## src/rtl/opr1_pkg.sv

```systemverilog
package opr1_pkg;
  localparam int unsigned INST_W = 12;

  // vector positions of the fields inside the instruction word
  localparam int unsigned P_GRP_HI  = 11;
  localparam int unsigned P_GRP_LO  = 9;
  localparam int unsigned P_SEL     = 8;
  localparam int unsigned P_CLR_ACC = 7;
  localparam int unsigned P_CLR_LNK = 6;
  localparam int unsigned P_INV_ACC = 5;
  localparam int unsigned P_INV_LNK = 4;
  localparam int unsigned P_ROT_R   = 3;
  localparam int unsigned P_ROT_L   = 2;
  localparam int unsigned P_TWICE   = 1;
  localparam int unsigned P_INC     = 0;

  typedef enum logic [2:0] {
    SH_NONE = 3'd0,
    SH_R1   = 3'd1,
    SH_L1   = 3'd2,
    SH_R2   = 3'd3,
    SH_L2   = 3'd4,
    SH_SWAP = 3'd5
  } shift_op_t;

  typedef struct packed {
    logic      member;
    logic      clr_acc;
    logic      clr_lnk;
    logic      inv_acc;
    logic      inv_lnk;
    logic      inc;
    shift_op_t shift;
  } opr1_ctl_t;
endpackage

```

## src/rtl/opr1_decode.sv

```systemverilog
module opr1_decode
  import opr1_pkg::*;
(
  input  logic [INST_W-1:0] inst,
  output opr1_ctl_t         ctl
);
  logic [2:0] rot_bits;

  always_comb begin
    ctl         = '0;
    ctl.member  = (&inst[P_GRP_HI:P_GRP_LO]) & ~inst[P_SEL];
    ctl.clr_acc = inst[P_CLR_ACC];
    ctl.clr_lnk = inst[P_CLR_LNK];
    ctl.inv_acc = inst[P_INV_ACC];
    ctl.inv_lnk = inst[P_INV_LNK];
    ctl.inc     = inst[P_INC];
    rot_bits    = {inst[P_ROT_R], inst[P_ROT_L], inst[P_TWICE]};
    unique case (rot_bits)
      3'b001:  ctl.shift = SH_SWAP;
      3'b100:  ctl.shift = SH_R1;
      3'b101:  ctl.shift = SH_R2;
      3'b010:  ctl.shift = SH_L1;
      3'b011:  ctl.shift = SH_L2;
      default: ctl.shift = SH_NONE; // 000, 110, 111
    endcase
  end
endmodule

```

## src/rtl/opr1_arith.sv

```systemverilog
module opr1_arith
  import opr1_pkg::*;
#(
  parameter int unsigned W = 12
) (
  input  opr1_ctl_t    ctl,
  input  logic [W-1:0] acc_i,
  input  logic         lnk_i,
  output logic [W-1:0] acc_o,
  output logic         lnk_o
);
  logic [W-1:0] acc_clr, acc_inv;
  logic         lnk_clr, lnk_inv;
  logic [W:0]   sum;

  always_comb begin
    acc_clr = ctl.clr_acc ? '0 : acc_i;
    lnk_clr = ctl.clr_lnk ? 1'b0 : lnk_i;
    acc_inv = ctl.inv_acc ? ~acc_clr : acc_clr;
    lnk_inv = ctl.inv_lnk ? ~lnk_clr : lnk_clr;
    sum     = {1'b0, acc_inv} + {{W{1'b0}}, ctl.inc};
    acc_o   = sum[W-1:0];
    lnk_o   = lnk_inv ^ sum[W];
  end
endmodule

```

## src/rtl/opr1_shift.sv

```systemverilog
module opr1_shift
  import opr1_pkg::*;
#(
  parameter int unsigned W = 12
) (
  input  shift_op_t    op,
  input  logic [W-1:0] acc_i,
  input  logic         lnk_i,
  output logic [W-1:0] acc_o,
  output logic         lnk_o
);
  localparam int unsigned RING = W + 1;
  localparam int unsigned HALF = W / 2;

  logic [RING-1:0] ring;
  logic [RING-1:0] stage [0:2];
  logic [RING-1:0] left  [0:2];

  assign ring     = {lnk_i, acc_i};
  assign stage[0] = ring;
  assign left[0]  = ring;

  // two chained single-step rotators in each direction
  for (genvar s = 1; s < 3; s++) begin : g_step
    assign stage[s] = {stage[s-1][0], stage[s-1][RING-1:1]};
    assign left[s]  = {left[s-1][RING-2:0], left[s-1][RING-1]};
  end

  logic [RING-1:0] res;

  always_comb begin
    unique case (op)
      SH_R1:   res = stage[1];
      SH_R2:   res = stage[2];
      SH_L1:   res = left[1];
      SH_L2:   res = left[2];
      SH_SWAP: res = {lnk_i, acc_i[HALF-1:0], acc_i[W-1:HALF]};
      default: res = ring;
    endcase
    lnk_o = res[RING-1];
    acc_o = res[W-1:0];
  end
endmodule

```

## src/rtl/opr1_unit.sv

```systemverilog
module opr1_unit
  import opr1_pkg::*;
#(
  parameter int unsigned W = 12
) (
  input  logic              clk,
  input  logic              rst,
  input  logic              in_valid,
  output logic              in_ready,
  input  logic [INST_W-1:0] in_inst,
  input  logic [W-1:0]      in_acc,
  input  logic              in_link,
  output logic              out_valid,
  input  logic              out_ready,
  output logic [W-1:0]      out_acc,
  output logic              out_link,
  output logic              out_member
);
  opr1_ctl_t    ctl;
  logic [W-1:0] acc_a, acc_s, acc_n;
  logic         lnk_a, lnk_s, lnk_n;
  logic         take;

  opr1_decode u_dec (
    .inst (in_inst),
    .ctl  (ctl)
  );

  opr1_arith #(.W(W)) u_arith (
    .ctl   (ctl),
    .acc_i (in_acc),
    .lnk_i (in_link),
    .acc_o (acc_a),
    .lnk_o (lnk_a)
  );

  opr1_shift #(.W(W)) u_shift (
    .op    (ctl.shift),
    .acc_i (acc_a),
    .lnk_i (lnk_a),
    .acc_o (acc_s),
    .lnk_o (lnk_s)
  );

  assign acc_n    = ctl.member ? acc_s : in_acc;
  assign lnk_n    = ctl.member ? lnk_s : in_link;
  assign in_ready = ~out_valid | out_ready;
  assign take     = in_valid & in_ready;

  always_ff @(posedge clk) begin
    if (rst) begin
      out_valid  <= 1'b0;
      out_acc    <= '0;
      out_link   <= 1'b0;
      out_member <= 1'b0;
    end else begin
      if (take) begin
        out_valid  <= 1'b1;
        out_acc    <= acc_n;
        out_link   <= lnk_n;
        out_member <= ctl.member;
      end else if (out_ready) begin
        out_valid  <= 1'b0;
      end
    end
  end
endmodule

```

## config.mk

```make
export PLATFORM = sky130hd
export DESIGN_NAME = opr1_unit
export DESIGN_NICKNAME = d
export VERILOG_FILES = /design/src/rtl/opr1_pkg.sv /design/src/rtl/opr1_decode.sv /design/src/rtl/opr1_arith.sv /design/src/rtl/opr1_shift.sv /design/src/rtl/opr1_unit.sv
export SDC_FILE = /design/constraint.sdc
export NUM_CORES = 1
export LEC_CHECK = 0
export BUFFER_PORTS_ARGS = -buffer_cell sky130_fd_sc_hd__buf_2
export CAP_MARGIN = 20
export CORE_ASPECT_RATIO = 0.5
export CORE_MARGIN = 3
export CORE_UTILIZATION = 40
export CTS_CLUSTER_DIAMETER = 200
export CTS_CLUSTER_SIZE = 30
export DETAILED_ROUTE_END_ITERATION = 12
export PLACE_DENSITY_LB_ADDON = 0.05
export SLEW_MARGIN = 20
export SYNTH_ARGS = -nofsm -noshare
export SYNTH_HDL_FRONTEND = slang
export SYNTH_HIERARCHICAL = 1
export SYNTH_SLANG_ARGS = --single-unit
export TNS_END_PERCENT = 100
```

## constraint.sdc

```tcl
create_clock -name clk -period 11.7 [get_ports clk]
set_clock_uncertainty 0.05 [all_clocks]
set_input_delay 1.755 -clock clk [delete_from_list [all_inputs] [get_ports clk]]
set_output_delay 1.755 -clock clk [all_outputs]
set_load 0.005 [all_outputs]
```

# --- Yosys cells after proc, flatten, opt, wreduce, memory -nomap -nowiden ---
# Cells that the tools add are included.
totals:
  ff_bits: 15
  latch_bits: 0
  ramBits: 0
  rom_bits: 0
  in_bits: 29
  out_inout_bits: 16
  wordCells: 35
  n_memories: 0
classes:
  add_sub_neg: 1
  mul: 0
  n_div: 0
  order_cmp: 0
  eq_ne: 10
  shift: 0
  mux: 10
  bitwise: 8
  reduce_logical: 2
ops:
  columns: ["cell", "count"]
  rows:
  - ["13-bit case mux with 5 select lines", 1]
  - ["12-bit 2-to-1 mux", 3]
  - ["3-bit case mux with 5 select lines", 1]
  - ["12-bit by 1-bit adder with 13-bit output", 1]
  - ["3-bit by 2-bit == test with 1-bit output, second input constant", 4]
  - ["3-bit == test, second input constant", 4]
  - ["12-bit inverter", 1]
  - ["3-bit by 1-bit == test with 1-bit output, second input constant", 2]
  - ["1-bit 2-to-1 mux", 5]
  - ["1-bit inverter", 3]
  - ["3-bit AND reduction", 1]
  - ["1-bit bitwise AND", 2]
  - ["2-bit nonzero test", 1]
  - ["1-bit OR", 1]
  - ["1-bit bitwise XOR", 1]

# --- Depth between registers and ports, before layout ---
depth:
  depth_word: 7
  depth_mapped: 17
  mapped_depth_nobuf: 14

# --- Modules after synthesis ---
# Netlist, hierarchy kept.
by_module_without_submodules:
  columns: ["module", "n_inst", "cells_per_inst", "area_per_inst_um2", "seq_area_each_um2"]
  rows:
  - ["opr1_shift", 1, 141, 997.2, 0.0]
  - ["opr1_unit", 1, 69, 752.0, 300.3]
  - ["opr1_arith", 1, 89, 666.9, 0.0]
  - ["opr1_decode", 1, 11, 77.6, 0.0]

# --- Least setup slack after synthesis ---
# OpenSTA, ideal clock, no wires.
synth_timing:
  path_kind: "input to register"
  from: "in in_inst[5]"
  to: "reg out_acc[0]"
  setup_time_ns: 0.079
  arrival_time_ns: 4.851
  required_ns: 11.571
  setup_slack_ns: 6.720
  path_stages: 17
  path_buffers: 4
  path_cell_list: "buf_4 > buf_6 > buf_2 > buf_2 > xnor2_1 > ha_1 > ha_1 > and4bb_1 > a32oi_1 > a2111oi_2 > xnor2_1 > inv_1 > o21ai_0 > o221ai_1 > a221oi_1 > mux2i_1 > a211oi_2"
synth_via:
  elab_chain_len: 5
synth_lines:
  columns: ["item", "line_no", "source"]
  rows:
  - ["start, declared", "opr1_unit.sv:10", "input logic [INST_W-1:0] in_inst,"]
  - ["12-bit 2-to-1 mux", "opr1_arith.sv:19", "acc_inv = ctl.inv_acc ? ~acc_clr : acc_clr;"]
  - ["12-bit by 1-bit adder with 13-bit output", "opr1_arith.sv:21", "sum = {1'b0, acc_inv} + {{W{1'b0}}, ctl.inc};"]
  - ["1-bit bitwise XOR", "opr1_arith.sv:23", "lnk_o = lnk_inv ^ sum[W];"]
  - ["net lnk_a", "opr1_unit.sv:21", "logic lnk_a, lnk_s, lnk_n;"]
  - ["13-bit case mux with 5 select lines", "opr1_shift.sv:32", "unique case (op)"]
  - ["net acc_s[0]", "opr1_unit.sv:20", "logic [W-1:0] acc_a, acc_s, acc_n;"]
  - ["12-bit 2-to-1 mux", "opr1_unit.sv:45", "assign acc_n = ctl.member ? acc_s : in_acc;"]
  - ["end signal, assigned", "opr1_unit.sv:59", "out_acc <= acc_n;"]
  - ["end, declared", "opr1_unit.sv:15", "output logic [W-1:0] out_acc,"]
# The timed path passes the listed nets, and every way through them passes these cells.
# A chain may end at the register's enable or synchronous reset.

# --- Worst setup path in the final report ---
# Same ends and word-level chain as after synthesis.

==> summary.md <==
| Metric | Value |
|---|---|
| Post-Syn Nets | `342` |
| Post-Syn Area | `between 0.002 and 0.0025 sq mm` |
| Clk_lat worst skew | `between 0.2 and 0.25 ns` |
| Total gr overflow | `0` |
| Area Overhead vs Synth | `8.03%` |
| IO Pins | `45` |
| MaxCap Viol Count | `0` |
| Final core utilization | `between 40% and 50%` |
| Sequential power share | `about a quarter` |
| Unrepaired setup endpoints after global routing | `no` |
| Antenna violations before repair | `0` |
| CP Launch Point | `in_inst[5]` |
| Via density | `5.97` |
| CTS tree | `built` |
| Clk root buf | `clkbuf_16` |
| Final Hold Vio Count | `0` |
| Worst setup SP type | `primary input` |
| DRC violations left | `0` |
| Slew headroom | `roughly 44%` |
| Worst EP required | `between 10 and 15 ns` |
| CTS max path bufs | `2` |
| DIE HEIGHT | `~62 microns` |
| Final min period | `5.32 ns` |
| Logic gate share of total power | `approximately half` |
| Sw Share | `38.5%` |
| First-pass GRT wire length | `roughly 11 mm` |
| Int Pwr | `around 150 uW` |
| Yosys cell types | `50` |
| Syn_area_per_cell | `between 8 and 9 sq um` |
| Initial DRT Pass Iterations | `4` |
| Pleak | `slightly above 0.9 nW` |
| Number of synthesized register bits | `15` |
| FILL cells | `593` |
| Crit Path Class | `primary input to flop` |
| Die area | `just over 0.007 sq mm` |
| Switching pwr | `~94 uW` |
| Cells after Synth | `310` |
| Post-cts resize count | `0` |
| Area occupied by multi-input gates | `~0.0019 sq mm` |
| Clock transition at path regs | `~0.050 ns` |
| Num rows | `19` |
| Worst setup EP type | `flop` |
| CTS H-tree lvls | `1` |
| Most common cell after layout, fill and taps aside | `buf_2` |
| Yosys warns | `6` |
| CP max FO | `26` |
| Vias in the first global route | `roughly 2.1k` |
| Wire per inst | `17.6 microns` |
| Iteration-0 DRC Markers | `206` |
| Worst flop-to-flop path startpoint | `out_valid$_SDFFE_PP0P_` |
| Max Fclk | `between 150 and 200 MHz` |
| Worst-Margin Slew | `around 0.83 ns` |
| FF+latch area | `300 sq um` |
| ANT nets after route | `0` |
| Hold WC Path Type | `flop to flop` |
| Detailed Route WL | `7.20 mm` |
| Final worst slack | `roughly 6.4 ns` |
| Total number of vias | `2,446` |
| Most frequent cells in the layout | `buf_2, xnor2_1, a21oi_1, nor2b_1, dfxtp_1` |
| Post-CTS setup buffer count | `0` |
| Fin Setup TNS | `0 ns` |
| Tcrit/Tclk final | `a little under half` |
| Dpl hpwl | `5.20 mm` |
| Core Area | `0.00575 sq mm` |
| Power density over cell area | `approximately 90 mW/mm^2` |
| Async set-reset flop share out of synthesis | `0%` |
| Placed Instance Area | `between 0.002 and 0.003 sq mm` |
| Initial core utilization | `43.3%` |
| CTS hold repair buffers | `0` |
| CP arrival | `5.43 ns` |
| Clock Sinks | `15` |
| Final net count | `approximately 360` |
| Max Transition Viols Final | `0` |
| PnR Total Power | `244 uW` |
| Synth Flop Type | `dfxtp_1` |
| Ant diodes | `0` |
| GR Util All Layers | `19.1%` |
| Hold_sp | `out_acc[6]$_SDFFE_PP0P_` |
| Clock share of power | `a little over a quarter` |
| Peak supply drop | `0.0000950 V` |
| Seq/Total Area, Yosys | `12.0%` |
| Placement Setup Slack | `~6.2 ns` |
| Post-synth EDFFs | `0` |
| Status | `completed` |
| Largest net degree at the start of global routing | `50` |
| PortBufs | `44` |
| Gpl congestion | `roughly 0.83` |
| Proportion of layout cells with a drive suffix above 1 | `about a quarter` |
| Final instance area | `between 0.002 and 0.003 sq mm` |
| Die width | `approximately 120 microns` |
| TritonCTS Buffers | `3` |
| Final setup fails | `0` |
final cells by class:
| class | instances | area share [%] |
|---|---|---|
| clock buffer | 4 | 2.93 |
| inverter | 7 | 0.975 |
| multi-input combinational | 253 | 72.0 |
| sequential | 15 | 11.1 |
| tap | 84 | 3.90 |
| timing repair buffer | 47 | 9.01 |
power groups by stage:
stage / Combinational, mW / Sequential [mW] / Clock [mW]
global placement: 0.118 / 0.0583 / 0
finish: 0.121 / 0.0573 / 0.0652
floorplan: 0.0904 / 0.0585 / 0
detailed placement: 0.119 / 0.0581 / 0
global route: 0.132 / 0.0576 / 0.0691
CTS: 0.120 / 0.0573 / 0.0662
critical path, stage by stage:
cell and delay, ns:
buf_2 0.43, xnor2_1 0.18, ha_1 0.23, ha_1 0.22, and4bb_1 0.21, a32oi_1 0.41
a2111oi_2 0.13, xnor2_1 0.43, inv_1 0.15, o21ai_0 0.24, o221ai_1 0.16, a221oi_1 0.40
mux2i_1 0.20, a211oi_2 0.27
metal layers:
metal | vias up | part of all wire (%) | global-route usage, %
met5 | - | 0 | 0
met4 | 0 | 0.17 | 3.67
met3 | 2 | 3.6 | 1.54
met2 | 59 | 44 | 30.4
met1 | 1179 | 52 | 28.7
li1 | 1206 | - | -
final timing paths:
kind	cells past startpoint	slack, ns	end
setup / recovery	14	6.38	out_acc[0]$_SDFFE_PP0P_
hold / removal	2	0.47	out_acc[6]$_SDFFE_PP0P_
setup reg to reg	3	10.53	out_acc[5]$_SDFFE_PP0P_
hold reg to reg	2	0.47	out_acc[6]$_SDFFE_PP0P_
cell usage after synthesis, drive strengths merged, types with 8 or more instances:
cell | number | share of area (%)
a21oi | 23 | 4.6
dfxtp | 15 | 12
a211oi | 18 | 7.6
a221oi | 10 | 5.3
o32a | 8 | 3.2
o21bai | 9 | 2.7
nand2b | 15 | 4.4
nor2b | 24 | 6.0
xnor2 | 24 | 8.4
nor2 | 9 | 1.5
o21ai | 9 | 1.8
buf | 33 | 9.0
mux2i | 14 | 5.6
registers in the layout, indices dropped and copies added (netlist names):
name	count
out_acc	12
out_valid	1
out_link	1
out_member	1
metrics by stage:
step	instances	hold WS [ns]
finish	410	0.474
detailed placement	406	0.464
global placement	406	0.465
global route	410	0.503
CTS	410	0.474
floorplan	310	0.453
cell families after synthesis:
group                      after synthesis  share of synthesized area (%)
DFF                                     15                           12.0
AOI/OAI and AO/OA                      119                           38.7
buffers and inverters                   42                           10.3
muxes                                   14                           5.62
xor gates and xnor gates                24                           8.43
adders and majority gates                3                           1.51
and+or+nand+nor                         93                           23.3
(Power assumes the default switching activity.)
